File: src/rtl/uart_rx_pkg.sv
package uart_rx_pkg;

  typedef enum logic [1:0] {
    RX_HUNT      = 2'd0,
    RX_FRAME     = 2'd1,
    RX_WAIT_HIGH = 2'd2
  } rx_state_t;

  // two-of-three decision
  function automatic logic maj3(input logic a, input logic b, input logic c);
    return (a & b) | (a & c) | (b & c);
  endfunction

  // samples of one bit not unanimous
  function automatic logic split3(input logic a, input logic b, input logic c);
    return !((a == b) && (b == c));
  endfunction

  // bit slot index of the stop bit: slot 0 is the start bit
  function automatic int unsigned stop_slot(input logic nine, input int unsigned data_w);
    return nine ? data_w + 2 : data_w + 1;
  endfunction

endpackage

File: src/rtl/uart_rx_phase.sv
module uart_rx_phase #(
  parameter int unsigned RT_PER_BIT = 16,
  parameter int unsigned SMP_FIRST  = 8,
  parameter int unsigned PH_W       = 5,
  parameter int unsigned IDX_W      = 4
) (
  input  logic             clk,
  input  logic             rst_n,
  input  logic             rt_tick,
  input  logic             load,
  input  logic             run,
  input  logic             fall,
  output logic [IDX_W-1:0] bit_idx,
  output logic             samp_a,
  output logic             samp_b,
  output logic             vote_now
);
  localparam logic [PH_W-1:0] PH_ONE  = PH_W'(1);
  localparam logic [PH_W-1:0] PH_TWO  = PH_W'(2);
  localparam logic [PH_W-1:0] PH_LAST = PH_W'(RT_PER_BIT);
  localparam logic [PH_W-1:0] PH_S1   = PH_W'(SMP_FIRST);
  localparam logic [PH_W-1:0] PH_S2   = PH_W'(SMP_FIRST + 1);
  localparam logic [PH_W-1:0] PH_S3   = PH_W'(SMP_FIRST + 2);

  // ph/idx hold the phase and slot of the most recently processed tick
  logic [PH_W-1:0]  ph;
  logic [IDX_W-1:0] idx;
  logic [PH_W-1:0]  cur_ph;
  logic [IDX_W-1:0] cur_idx;
  logic             resync_same;
  logic             resync_next;

  always_comb begin
    cur_ph  = (ph == PH_LAST) ? PH_ONE : ph + PH_ONE;
    cur_idx = (ph == PH_LAST) ? idx + IDX_W'(1) : idx;
  end

  assign resync_same = run && fall && (cur_ph >= PH_TWO) && (cur_ph < PH_S1);
  assign resync_next = run && fall && (cur_ph > PH_S3);

  always_ff @(posedge clk or negedge rst_n) begin
    if (!rst_n) begin
      ph  <= PH_ONE;
      idx <= '0;
    end else if (rt_tick) begin
      if (load) begin
        ph  <= PH_ONE;
        idx <= '0;
      end else if (run) begin
        if (resync_same) begin
          ph  <= PH_ONE;
          idx <= cur_idx;
        end else if (resync_next) begin
          ph  <= PH_ONE;
          idx <= cur_idx + IDX_W'(1);
        end else begin
          ph  <= cur_ph;
          idx <= cur_idx;
        end
      end
    end
  end

  assign bit_idx  = cur_idx;
  assign samp_a   = rt_tick && run && (cur_ph == PH_S1);
  assign samp_b   = rt_tick && run && (cur_ph == PH_S2);
  assign vote_now = rt_tick && run && (cur_ph == PH_S3);

  assert_phase_range_R2: assert property (@(posedge clk) disable iff (!rst_n)
    (ph >= PH_ONE) && (ph <= PH_LAST));

  assert_resync_restart_R9: assert property (@(posedge clk) disable iff (!rst_n)
    (rt_tick && !load && resync_same) |=> (ph == PH_ONE));

endmodule

File: src/rtl/uart_rx_vote.sv
module uart_rx_vote (
  input  logic clk,
  input  logic rst_n,
  input  logic samp_a,
  input  logic samp_b,
  input  logic rxd,
  output logic bit_val,
  output logic bit_noisy
);
  import uart_rx_pkg::*;

  logic s_a, s_b;

  always_ff @(posedge clk or negedge rst_n) begin
    if (!rst_n) begin
      s_a <= 1'b1;
      s_b <= 1'b1;
    end else begin
      if (samp_a) s_a <= rxd;
      if (samp_b) s_b <= rxd;
    end
  end

  // third sample is the live line on the deciding tick
  assign bit_val   = maj3(s_a, s_b, rxd);
  assign bit_noisy = split3(s_a, s_b, rxd);

endmodule

File: src/rtl/uart_rx_shift.sv
module uart_rx_shift #(
  parameter int unsigned DATA_W = 8
) (
  input  logic          clk,
  input  logic          rst_n,
  input  logic          clear,
  input  logic          shift_en,
  input  logic          bit_in,
  output logic [DATA_W:0] sh,
  output logic          all_zero
);
  always_ff @(posedge clk or negedge rst_n) begin
    if (!rst_n) begin
      sh       <= '0;
      all_zero <= 1'b1;
    end else if (clear) begin
      sh       <= '0;
      all_zero <= 1'b1;
    end else if (shift_en) begin
      // LSB first: each new bit enters at the top and moves down
      sh       <= {bit_in, sh[DATA_W:1]};
      all_zero <= all_zero & ~bit_in;
    end
  end
endmodule

File: src/rtl/uart_rx_os.sv
module uart_rx_os #(
  parameter int unsigned DATA_W     = 8,
  parameter int unsigned RT_PER_BIT = 16,
  parameter int unsigned SMP_FIRST  = 8
) (
  input  logic              clk,
  input  logic              rst_n,
  input  logic              rt_tick,
  input  logic              rxd,
  input  logic              nine_bit,
  input  logic              flag_clr,
  output logic [DATA_W-1:0] rx_data,
  output logic              rx_bit9,
  output logic              rx_full,
  output logic              err_noise,
  output logic              err_frame,
  output logic              rx_break
);
  import uart_rx_pkg::*;

  localparam int unsigned PH_W  = $clog2(RT_PER_BIT + 1);
  localparam int unsigned IDX_W = $clog2(DATA_W + 4);
  localparam logic [IDX_W-1:0] STOP_N = IDX_W'(stop_slot(1'b0, DATA_W));
  localparam logic [IDX_W-1:0] STOP_W = IDX_W'(stop_slot(1'b1, DATA_W));

  rx_state_t        state;
  logic             line_prev;
  logic             nine_q;
  logic             noise_acc;
  logic [IDX_W-1:0] bit_idx;
  logic             samp_a, samp_b, vote_now;
  logic             bit_val, bit_noisy;
  logic [DATA_W:0]  sh;
  logic             all_zero;

  // named internal events
  logic             fall;
  logic             start_edge;
  logic             in_frame;
  logic [IDX_W-1:0] stop_idx;
  logic             false_start;
  logic             data_vote;
  logic             done;
  logic             stop_bad;
  logic             char_noisy;
  logic             brk_now;

  assign fall        = !rxd && line_prev;
  assign in_frame    = (state == RX_FRAME);
  assign start_edge  = rt_tick && (state == RX_HUNT) && fall;
  assign stop_idx    = nine_q ? STOP_W : STOP_N;
  assign false_start = vote_now && (bit_idx == '0) && bit_val;
  assign data_vote   = vote_now && (bit_idx != '0) && (bit_idx < stop_idx);
  assign done        = vote_now && (bit_idx == stop_idx);
  assign stop_bad    = !bit_val;
  assign char_noisy  = noise_acc | bit_noisy;
  assign brk_now     = all_zero & stop_bad;

  uart_rx_phase #(
    .RT_PER_BIT(RT_PER_BIT), .SMP_FIRST(SMP_FIRST), .PH_W(PH_W), .IDX_W(IDX_W)
  ) u_phase (
    .clk(clk), .rst_n(rst_n), .rt_tick(rt_tick), .load(start_edge),
    .run(in_frame), .fall(fall), .bit_idx(bit_idx),
    .samp_a(samp_a), .samp_b(samp_b), .vote_now(vote_now)
  );

  uart_rx_vote u_vote (
    .clk(clk), .rst_n(rst_n), .samp_a(samp_a), .samp_b(samp_b), .rxd(rxd),
    .bit_val(bit_val), .bit_noisy(bit_noisy)
  );

  uart_rx_shift #(.DATA_W(DATA_W)) u_shift (
    .clk(clk), .rst_n(rst_n), .clear(start_edge), .shift_en(data_vote),
    .bit_in(bit_val), .sh(sh), .all_zero(all_zero)
  );

  // line history and control state
  always_ff @(posedge clk or negedge rst_n) begin
    if (!rst_n) begin
      state     <= RX_HUNT;
      line_prev <= 1'b0;
      nine_q    <= 1'b0;
      noise_acc <= 1'b0;
    end else if (rt_tick) begin
      line_prev <= rxd;
      unique case (state)
        RX_HUNT: if (start_edge) begin
          state     <= RX_FRAME;
          nine_q    <= nine_bit;
          noise_acc <= 1'b0;
        end
        RX_FRAME: begin
          if (vote_now) noise_acc <= char_noisy;
          if (false_start)  state <= RX_HUNT;
          else if (done)    state <= stop_bad ? RX_WAIT_HIGH : RX_HUNT;
        end
        RX_WAIT_HIGH: if (rxd) state <= RX_HUNT;
        default: state <= RX_HUNT;
      endcase
    end
  end

  // result and sticky flags
  always_ff @(posedge clk or negedge rst_n) begin
    if (!rst_n) begin
      rx_data   <= '0;
      rx_bit9   <= 1'b0;
      rx_full   <= 1'b0;
      err_noise <= 1'b0;
      err_frame <= 1'b0;
      rx_break  <= 1'b0;
    end else if (done) begin
      rx_data   <= nine_q ? sh[DATA_W-1:0] : sh[DATA_W:1];
      rx_bit9   <= nine_q & sh[DATA_W];
      rx_full   <= 1'b1;
      err_noise <= (err_noise & ~flag_clr) | char_noisy;
      err_frame <= (err_frame & ~flag_clr) | stop_bad;
      rx_break  <= (rx_break  & ~flag_clr) | brk_now;
    end else if (flag_clr) begin
      rx_full   <= 1'b0;
      err_noise <= 1'b0;
      err_frame <= 1'b0;
      rx_break  <= 1'b0;
    end
  end

  assert_full_on_done_R6: assert property (@(posedge clk) disable iff (!rst_n)
    done |=> rx_full);

  assert_frame_on_bad_stop_R7: assert property (@(posedge clk) disable iff (!rst_n)
    (done && stop_bad) |=> err_frame);

  assert_noise_kept_R3: assert property (@(posedge clk) disable iff (!rst_n)
    (done && char_noisy) |=> err_noise);

  assert_break_is_frame_R8: assert property (@(posedge clk) disable iff (!rst_n)
    rx_break |-> err_frame);

  assert_wait_for_high_R8: assert property (@(posedge clk) disable iff (!rst_n)
    (state == RX_WAIT_HIGH && !rxd) |=> (state == RX_WAIT_HIGH));

  assert_flags_need_full_R10: assert property (@(posedge clk) disable iff (!rst_n)
    (err_noise || err_frame || rx_break) |-> rx_full);

  assert_clear_empties_R10: assert property (@(posedge clk) disable iff (!rst_n)
    (flag_clr && !done) |=> (!rx_full && !err_noise && !err_frame && !rx_break));

  assert_false_start_quiet_R1: assert property (@(posedge clk) disable iff (!rst_n)
    (false_start && !rx_full) |=> !rx_full);

endmodule

File: config.mk
export PLATFORM = sky130hd
export DESIGN_NAME = uart_rx_os
export DESIGN_NICKNAME = d
export VERILOG_FILES = /design/src/rtl/uart_rx_pkg.sv /design/src/rtl/uart_rx_phase.sv /design/src/rtl/uart_rx_vote.sv /design/src/rtl/uart_rx_shift.sv /design/src/rtl/uart_rx_os.sv
export SDC_FILE = /design/constraint.sdc
export NUM_CORES = 1
export LEC_CHECK = 0
export BUFFER_PORTS_ARGS = -buffer_cell sky130_fd_sc_hd__buf_4
export CAP_MARGIN = 10
export CORE_ASPECT_RATIO = 0.6
export CORE_MARGIN = 5
export CORE_UTILIZATION = 59
export DETAILED_ROUTE_END_ITERATION = 6
export PLACE_DENSITY = 0.77
export SYNTH_ARGS = -nofsm -noshare
export SYNTH_HDL_FRONTEND = slang
export SYNTH_SLANG_ARGS = --single-unit
export TNS_END_PERCENT = 100
File: constraint.sdc
create_clock -name clk -period 3.43 [get_ports clk]
set_clock_uncertainty 0.2 [all_clocks]
set_input_delay 0 -clock clk [delete_from_list [all_inputs] [get_ports clk]]
set_output_delay 0 -clock clk [all_outputs]
set_load 0.01 [all_outputs]
## After elaboration in Yosys (flattened, before gate mapping)

Index checks and enable logic that the tools add are counted.

- Bits in latches: 0
- Memory bits (writable): 0
- Bits of input ports: 6
- Memories kept: 0
- Register bits: 39
- ROM bits: 0
- Word-level logic and storage cells: 114

- $mul: 0
- Add/subtract/negate cells: 3
- Bitwise gates (word level): 17
- Reduce and logical (&&, ||, !) cells: 31
- Shifts and indexed selects: 0
- Muxes and demuxes: 30
- Divide/modulo/power cells: 0
- $lt $le $gt $ge: 4
- Equality and inequality tests: 13

Operators by type and width:

| cell | number |
|---|---|
| two-way mux 5 bit | 5 |
| two-way mux 4 bit | 5 |
| two-way mux 9 bit | 2 |
| logical AND 1 bit | 17 |
| equality test 5 x 4 -> 1 bit, second input constant | 3 |
| two-way mux 2 bit | 6 |
| bitwise AND 1 bit | 9 |
| two-way mux 1 bit | 9 |
| adder 4 x 1 -> 4 bit, second input constant | 2 |
| two-way mux 8 bit | 1 |
| AND reduction 4 bit | 2 |
| nonzero test 2 bit | 4 |
| inequality test 2 bit, second input constant | 3 |
| bitwise OR 1 bit | 6 |
| case mux 2 bit (3 select lines) | 1 |
| adder 5 x 1 -> 5 bit, second input constant | 1 |
| equality test 5 bit, second input constant | 1 |
| >= comparator 5 x 2 -> 1 bit, second input constant | 1 |
| greater-than comparator 5 x 4 -> 1 bit, second input constant | 1 |
| < comparator 5 x 4 -> 1 bit, second input constant | 1 |
| equality test 4 bit | 1 |
| zero test 4 bit | 1 |
| < comparator 4 bit | 1 |
| nonzero test 4 bit | 1 |
| other kinds (10) | 14 |

## Longest topological paths before layout

Gate-level depths: netlist (run 1).

- Depth after elaboration: 8
- Mapped depth: 13

## By module

From an unflattened synthesis (run 1), not the netlist that was laid out.

- Cell total of the unflattened synthesis: 214
- Area, all modules: 2322.2 um^2

Modules (own cells, without submodules):

| module | cells an instance | area an instance (um^2) | instances | seq. area each (um^2) |
|---|---|---|---|---|
| uart_rx_os | 89 | 991.0 | 1 | 450.4 |
| uart_rx_phase | 85 | 798.3 | 1 | 226.5 |
| uart_rx_shift | 32 | 414.1 | 1 | 251.5 |
| uart_rx_vote | 8 | 118.9 | 1 | 52.6 |

## Worst setup path before layout (run 1)

OpenSTA, ideal clock, no wires.

- Path kind: register to register
- From: register u_phase.ph[0]
- To: register u_shift.sh[0]
- Period minus slack after synthesis: 2.684 ns
- Required time: 3.151 ns
- Data arrival time: 2.405 ns
- Setup slack: 0.746 ns
- Setup time: 0.079 ns
- Cell stages (with the launch flop): 13
- Cell sequence: dfstp_2 > buf_6 > inv_1 > ha_1 > nor4bb_4 > nand2_1 > nand2_1 > ha_1 > nor2b_1 > nor4b_2 > o211a_1 > buf_6 > mux2i_1

- Cells in the longest elaborated chain, start to end: 7

Ends and longest elaborated chain:

| what | line | text |
|---|---|---|
| from (decl) | uart_rx_phase.sv:26 | `logic [PH_W-1:0] ph;` |
| from (signal assigned) | uart_rx_phase.sv:57 | `ph <= cur_ph;` |
| adder 5 x 1 -> 5 bit or equality test 5 bit (tied branches) | uart_rx_phase.sv:34, uart_rx_phase.sv:35 |  |
| two-way mux 5 bit | uart_rx_phase.sv:34 | `cur_ph = (ph == PH_LAST) ? PH_ONE : ph + PH_ONE;` |
| equality test 5 x 4 -> 1 bit | uart_rx_phase.sv:67 | `assign vote_now = rt_tick && run && (cur_ph == PH_S3);` |
| logical AND 1 bit | uart_rx_phase.sv:67 |  |
| logical AND 1 bit | uart_rx_os.sv:53 | `assign data_vote = vote_now && (bit_idx != '0) && (bit_idx < stop_idx);` |
| logical AND 1 bit * | uart_rx_os.sv:53 |  |
| nonzero test 2 bit (no line) * | -- |  |
| to (signal assigned) | uart_rx_shift.sv:21 | `sh <= {bit_in, sh[DATA_W:1]};` |
| to (decl) | uart_rx_shift.sv:9 | `output logic [DATA_W:0] sh,` |

Mark *: on every way between the ends. The rest lies on a longest branch, timed or not.
A chain may end at the register's enable or synchronous reset.

## Final worst setup path (run 1)

- From: register u_phase.ph[1]
- To: register u_shift.sh[1]

Same word-level chain as after synthesis.

==> impl_results.md, run 1 <==
- Outcome: completed
- Max_slew headroom: 51.9%
- Commonest non-fill, non-tap cell in the layout: nand2_1
- Seq cells post-synth: 39
- Distinct cell type count after synthesis: 50
- Routed vias/inst: 5.90
- Area grow syn2layout: 13.2%
- Gate Count Post-Synth: 236
- Post-DP HPWL: 3.63 mm
- Most frequent cells in the layout: nand2_1 (40), dfrtp_1 (35), o21ai_0 (25), buf_4 (21), mux2i_1 (19)
- Max-cap viol count: 0
- Pins Over Slew Limit: 0
- Final min period: 3100 ps
- Layout cell share with drive strength beyond 1: 17.4%
- WL/cell: 16.4 um
- CTS Root Cell: clkbuf_8
- Vias in the first global route: 1692
- CTS Buf Count: 5
- Initial Util: 61.8%
- Crit. End Element: register
- Antenna viol nets, final: 0
- Register area share after synthesis: 42.9%
- Clock insertion delay at the later pin of the skew report: 300 ps
- Crit-path max FO: 10
- Crit Path Class: register to register
- Asr flop ratio synth: 100%
- Mean Syn Cell Area: 9.69 um2
- WP data arrival: 3120 ps
- Final Hold Viols: 0
- GR Overflow Total: 0
- Final nets: 273
- First drt pass iteration count: 5
- First-pass GRT wire length: 8.25 mm
- DR vias: 1805
- Slew @ Worst Pin: 717 ps
- Gates resized, CTS repair: 0
- Site row count: 17
- Worst Path Required: 3450 ps
- Mapped Area: 2290 um2
- Clock buffer depth: 2
- DRC Markers: 0
- Top FF cell, synth: dfrtp_1
- Fin crit share: 90.3%
- Post-synth EDFFs: 0
- IO Pins: 19
- Final setup fails: 0
- Iteration-0 DRC Markers: 146
- TritonCTS Sinks: 39
- Fillers: 300
- Total setup buffers inserted after CTS: 0
- Final TNS setup: 0 ps
- Die area: 5260 um2
- Die Span X: 90.4 um
- Largest net degree at the start of global routing: 40
- Worst Setup Start Kind: register
- Port Buf Inserts: 18
- Final wirelength: 5.02 mm
- Hold Slack: 2.17 ps
- N_diodes: 0
- CTS tree: built
- Dpl cell area: 2420 um2
- Gpl congestion: 0.898
- P_leak: 0.00118 uW
- Ys Warns: 0
- Syn Nets: 251
- Placeable Area: 3700 um2
- Initial antenna violation count: 0
- Min-Delay Path Class: primary input to asynchronous set/reset pin
- Die Y: 58.2 um
- Worst vdd ir: 0.324 mV
- Final Instance Area: 2590 um2
- Clock Pin Slew Worst Setup and Hold Paths: 80 ps
- Fmax: 323 MHz
- RSZ-0062 raised after global routing: false
- Pwr dens: 629 nW/um2
- GR Util All Layers: 20.1%
- H-tree depth: 2
==> flip-flops by register name, indices dropped and copies added, names as in the netlist, 2 cells and up <==
name         flops
u_shift.sh       9
u_phase.idx      4
state            2
u_phase.ph       5
rx_data          8
==> metrics by stage <==
step / worst slack, ps / util (%) / std cells / total power (uW)
2_1_floorplan: 746 / - / 236 / 1090
3_3_place_gp: 481 / 65.4 / 293 / 1190
3_5_place_dp: 348 / 65.4 / 293 / 1210
4_1_cts: 312 / 69.9 / 306 / 1620
5_1_grt: 95.1 / 69.9 / 306 / 1730
6_report: 334 / 69.9 / 306 / 1630
==> logic make-up (layout without fill, tap and decap cells) <==
family / count (synthesis) / after routing / synth area share, %
muxes: 22 / 22 / 9.80
DFF: 39 / 39 / 42.9
adders and majority gates: 9 / 9 / 4.93
and+or+nand+nor: 81 / 81 / 19.2
xor gates and xnor gates: 6 / 6 / 2.30
buffers and inverters: 24 / 47 / 5.69
AOI/OAI and AO/OA: 55 / 55 / 15.2
==> per-layer routing <==
| metal | up-vias | wire, um | part of all wire, % | global-route usage, % |
|---|---|---|---|---|
| li1 | 881 | - | - | - |
| met1 | 862 | 2490 | 50 | 28.8 |
| met2 | 53 | 2120 | 42 | 29.8 |
| met3 | 9 | 328 | 6.5 | 4.93 |
| met4 | 0 | 68 | 1.4 | 7.43 |
| met5 | - | 0 | 0 | 0 |
==> layout make-up <==
cell class	count	area, um2	share of cell area (%)
clock inverter	2	35.0	1.35
tap	47	58.8	2.27
clock buffer	6	82.6	3.19
inverter	13	48.8	1.88
multi-input combinational	173	1170	45.4
sequential	39	981	37.9
timing repair buffer	26	208	8.02
==> what timing repair did <==
action	CTS	global route
hold endpoints to repair	51	0
hold buffers	5	0
setup endpoints to repair	0	0
==> power by group <==
part           switching, uW  internal [uW]  leakage, uW
registers                122            541     0.000516
logic                    308            256     0.000599
clock network            165            235    0.0000612
==> cells in the mapped netlist, drive strengths merged, types with 2 or more instances <==
master / n / area [um2]
a21o: 2 / 16.3
a21oi: 7 / 35.0
and2: 3 / 21.3
buf: 6 / 55.1
clkbuf: 4 / 15.0
dfrtp: 35 / 876
dfstp: 4 / 105
ha: 9 / 113
inv: 13 / 48.8
mux2: 3 / 33.8
mux2i: 19 / 190
nand2: 40 / 150
nand2b: 2 / 12.5
nand3: 7 / 35.0
nand4: 4 / 25.0
nor2: 7 / 26.3
nor2b: 4 / 25.0
nor3: 3 / 15.0
o211ai: 2 / 15.0
o21a: 2 / 15.0
o21ai: 25 / 125
o22ai: 2 / 12.5
o31a: 2 / 17.5
o32ai: 3 / 26.3
or3: 2 / 12.5
xnor2: 4 / 35.0
xor2: 2 / 17.5
==> final timing paths <==
path / startpoint / to / slack, ps / depth (start not counted)
max in group asynchronous: rst_n / u_phase.ph[0]$_DFFE_PN1P_ / 2650 / 2
max: u_phase.ph[1]$_DFFE_PN0P_ / u_shift.sh[1]$_DFFE_PN0P_ / 330 / 10
min reg2reg: rx_data[3]$_DFFE_PN0P_ / rx_data[3]$_DFFE_PN0P_ / 280 / 2
max reg2reg: u_phase.ph[1]$_DFFE_PN0P_ / u_shift.sh[1]$_DFFE_PN0P_ / 330 / 10
min in group clk: flag_clr / rx_break$_DFFE_PN0P_ / 260 / 3
min: rst_n / u_phase.idx[1]$_DFFE_PN0P_ / 2 / 2
==> worst max-delay path: stages, from the launching register on <==
cell      delay [ps]
dfrtp_1          440
inv_1             80
ha_1             240
nor4bb_4         440
nand2_1           90
nand2_1          120
ha_1             260
nor2b_1          150
nor4b_2          220
o211a_1          520
mux2i_1          240
No activity file was read; power rests on OpenSTA's default activity.
==> run 2: changes to the inputs <==
- CORE_UTILIZATION: 59 -> 50
- PLACE_DENSITY: 0.77 -> 0.67
- clock period: 3.43 -> 3.1 ns (I/O delays scaled with it)
==> impl_results.md, run 2 (synthesis results as in run 1) <==
- Outcome: completed
- Final setup fails: 0 (unchanged)
- Clock power frac: 19.8% (-4.8 points)
- Reg power frac: 39.4% (-1.3 points)
- RR Startpoint: u_phase.ph[1]$_DFFE_PN0P_
- Placeable Area: 4490 um2 (+21%)
- Pwr dens: 660 nW/um2 (+4.9%)
- N_diodes: 0 (unchanged)
- Clock buffer depth: 2 (unchanged)
- Psw: 646 uW (+8.5%)
- RSZ-0062 raised after global routing: false
- Hold Slack: 5.34 ps (+3.17 ps)
- Iteration-0 DRC Markers: 117 (-20%)
- Clock Pin Slew Worst Setup and Hold Paths: 70 ps (about the same)
- Antenna viol nets, final: 0 (unchanged)
- Slew @ Worst Pin: 766 ps (+49.4 ps)
- Area grow syn2layout: 14.4%
- Top reg by flops: u_shift.sh
- TritonCTS Sinks: 39 (unchanged)
- Most frequent cells in the layout: nand2_1 (40), dfrtp_1 (35), buf_4 (26), o21ai_0 (25), mux2i_1 (19)
- Min-Delay Path Class: primary input to asynchronous set/reset pin
- Gates resized, CTS repair: 0 (unchanged)
- Die Span X: 97.3 um (+7.7%)
- Gpl congestion: 0.844 (-6.1%)
- Crit. End Element: register
- Initial antenna violation count: 0 (unchanged)
- WL/cell: 15.0 um (-8.2%)
- Max_slew headroom: 48.9% (-2.9 points)
- Final min period: 2880 ps (-212 ps)
- WP data arrival: 2890 ps (-230 ps)
- Setup crit end: u_shift.sh[2]$_DFFE_PN0P_
- Pwr Total: 1730 uW (+6.1%)
- Reg-to-reg critical path endpoint: u_shift.sh[2]$_DFFE_PN0P_
- First drt pass iteration count: 4 (-1)
- Final wirelength: 4.90 mm (-2.2%)
- CTS Buf Count: 5 (unchanged)
- Worst Path Required: 3110 ps (-340 ps)
- Final nets: 278 (+1.8%)
- DR vias: 1785 (-1.1%)
- Final Hold Viols: 0 (unchanged)
- Largest registers: u_shift.sh x9, rx_data x8, u_phase.ph x5
- Max-cap viol count: 0 (unchanged)
- Placement Setup Slack: 169 ps (-179 ps)
- Site row count: 19 (+2)
- Layout cell share with drive strength beyond 1: 18.6% (+1.3 points)
- Worst vdd ir: 0.446 mV (+38%)
- Int Power: 1080 uW (+4.6%)
- Initial Util: 50.9% (-11 points)
- GR Util All Layers: 17.3% (-2.8 points)
- Sw Ratio: 37.4% (+0.85 points)
- GR Overflow Total: 0 (unchanged)
- CTS tree: built
- Reg2reg setup slack: 220 ps (-120 ps)
- Crit Path Class: register to register
- Post-DP HPWL: 3.67 mm (+1.1%)
- H-tree depth: 2 (unchanged)
- Worst Setup Start Kind: register
- Pins Over Slew Limit: 0 (unchanged)
- Commonest non-fill, non-tap cell in the layout: nand2_1
- Max reg flops: 9 (unchanged)
- R2R cell count: 11 (+1)
- Clock insertion delay at the later pin of the skew report: 290 ps (about the same)
- Crit-path max FO: 10 (unchanged)
- Combinational group share of total power: 40.8% (+6.1 points)
- Final TNS setup: 0 ps (unchanged)
- Port Buf Inserts: 18 (unchanged)
- Die area: 6070 um2 (+15%)
- Fmax: 347 MHz (+7.4%)
- CTS Root Cell: clkbuf_8
- Fin crit share: 93.0% (+2.8 points)
- Start point of the critical path: u_phase.ph[1]$_DFFE_PN0P_
- Vias in the first global route: 1652 (-2.4%)
- Final Instance Area: 2620 um2 (+1.1%)
- IO Pins: 19 (unchanged)
- Final worst setup slack: 216 ps (-118 ps)
- Largest net degree at the start of global routing: 40 (unchanged)
- P_leak: 0.00119 uW (+0.88%)
- First-pass GRT wire length: 8.29 mm (+0.50%)
- DRC Markers: 0 (unchanged)
- Routed vias/inst: 5.48 (-7.2%)
- Dpl cell area: 2470 um2 (+2.1%)
- Die Y: 62.4 um (+7.1%)
[run 2: cell count changes in the layout (fill, tap and decap cells not counted)]
cell	before	now
buf_4	21	26
bufinv_16	1	0
[run 2: layout make-up]
cell class | instances | area [um2]
Clock buffer | 6 | 82.6
Clock inverter | 1 | 5.00
Fill cell | 390 | 1880
Inverter | 13 | 48.8
Multi-Input combinational cell | 173 | 1170
Sequential cell | 39 | 981
Tap cell | 63 | 78.8
Timing Repair Buffer | 31 | 245
[run 2: routing by layer]
layer / vias to the layer above / wire length (um) / global-route usage [%]
met5: - / 0 / 0
li1: 888 / - / -
met1: 833 / 2650 / 28.0
met3: 6 / 354 / 4.35
met2: 58 / 1830 / 21.3
met4: 0 / 64 / 6.74
[run 2: power groups by stage]
stage / Clock [uW] / Sequential [uW] / Combinational, uW
floorplan: 0 / 653 / 553
global placement: 0 / 684 / 676
detailed placement: 0 / 687 / 688
CTS: 353 / 679 / 696
global route: 381 / 692 / 790
finish: 342 / 680 / 704
[run 2: repair_timing]
| action | 4_1_cts | 5_1_grt |
|---|---|---|
| hold buffers | 5 | 0 |
| setup endpoints to repair | 0 | 15 |
| endpoints found under the hold margin | 51 | 0 |
| buffers inserted | 0 | 1 |
[run 2: worst max-delay path, stage by stage, from the launching register on]
cell and delay [ps]:
dfrtp_1 440, inv_1 80, ha_1 250, nor4bb_4 350
nand2_1 100, nand2_1 150, ha_1 260, nor2b_1 140
nor4b_2 240, o211a_1 190, buf_4 200, mux2i_1 210
[run 2: metrics by stage]
stage	cells	util (%)
2_1_floorplan	236	-
3_5_place_dp	313	55.0
5_1_grt	326	58.2
6_report	326	58.2
3_3_place_gp	313	55.0
4_1_cts	325	58.1
[run 2: how the worst min path moves through the flow]
stage / startpoint / end / cells past startpoint
after detailed placement: rst_n / u_phase.idx[2]$_DFFE_PN0P_ / 1
after CTS: rst_n / u_phase.idx[2]$_DFFE_PN0P_ / 2
final: rst_n / u_phase.idx[0]$_DFFE_PN0P_ / 2
after floorplan: rst_n / err_frame$_DFFE_PN0P_ / 0
after global placement: rst_n / u_phase.idx[2]$_DFFE_PN0P_ / 1
after global routing: rst_n / u_phase.idx[0]$_DFFE_PN0P_ / 2
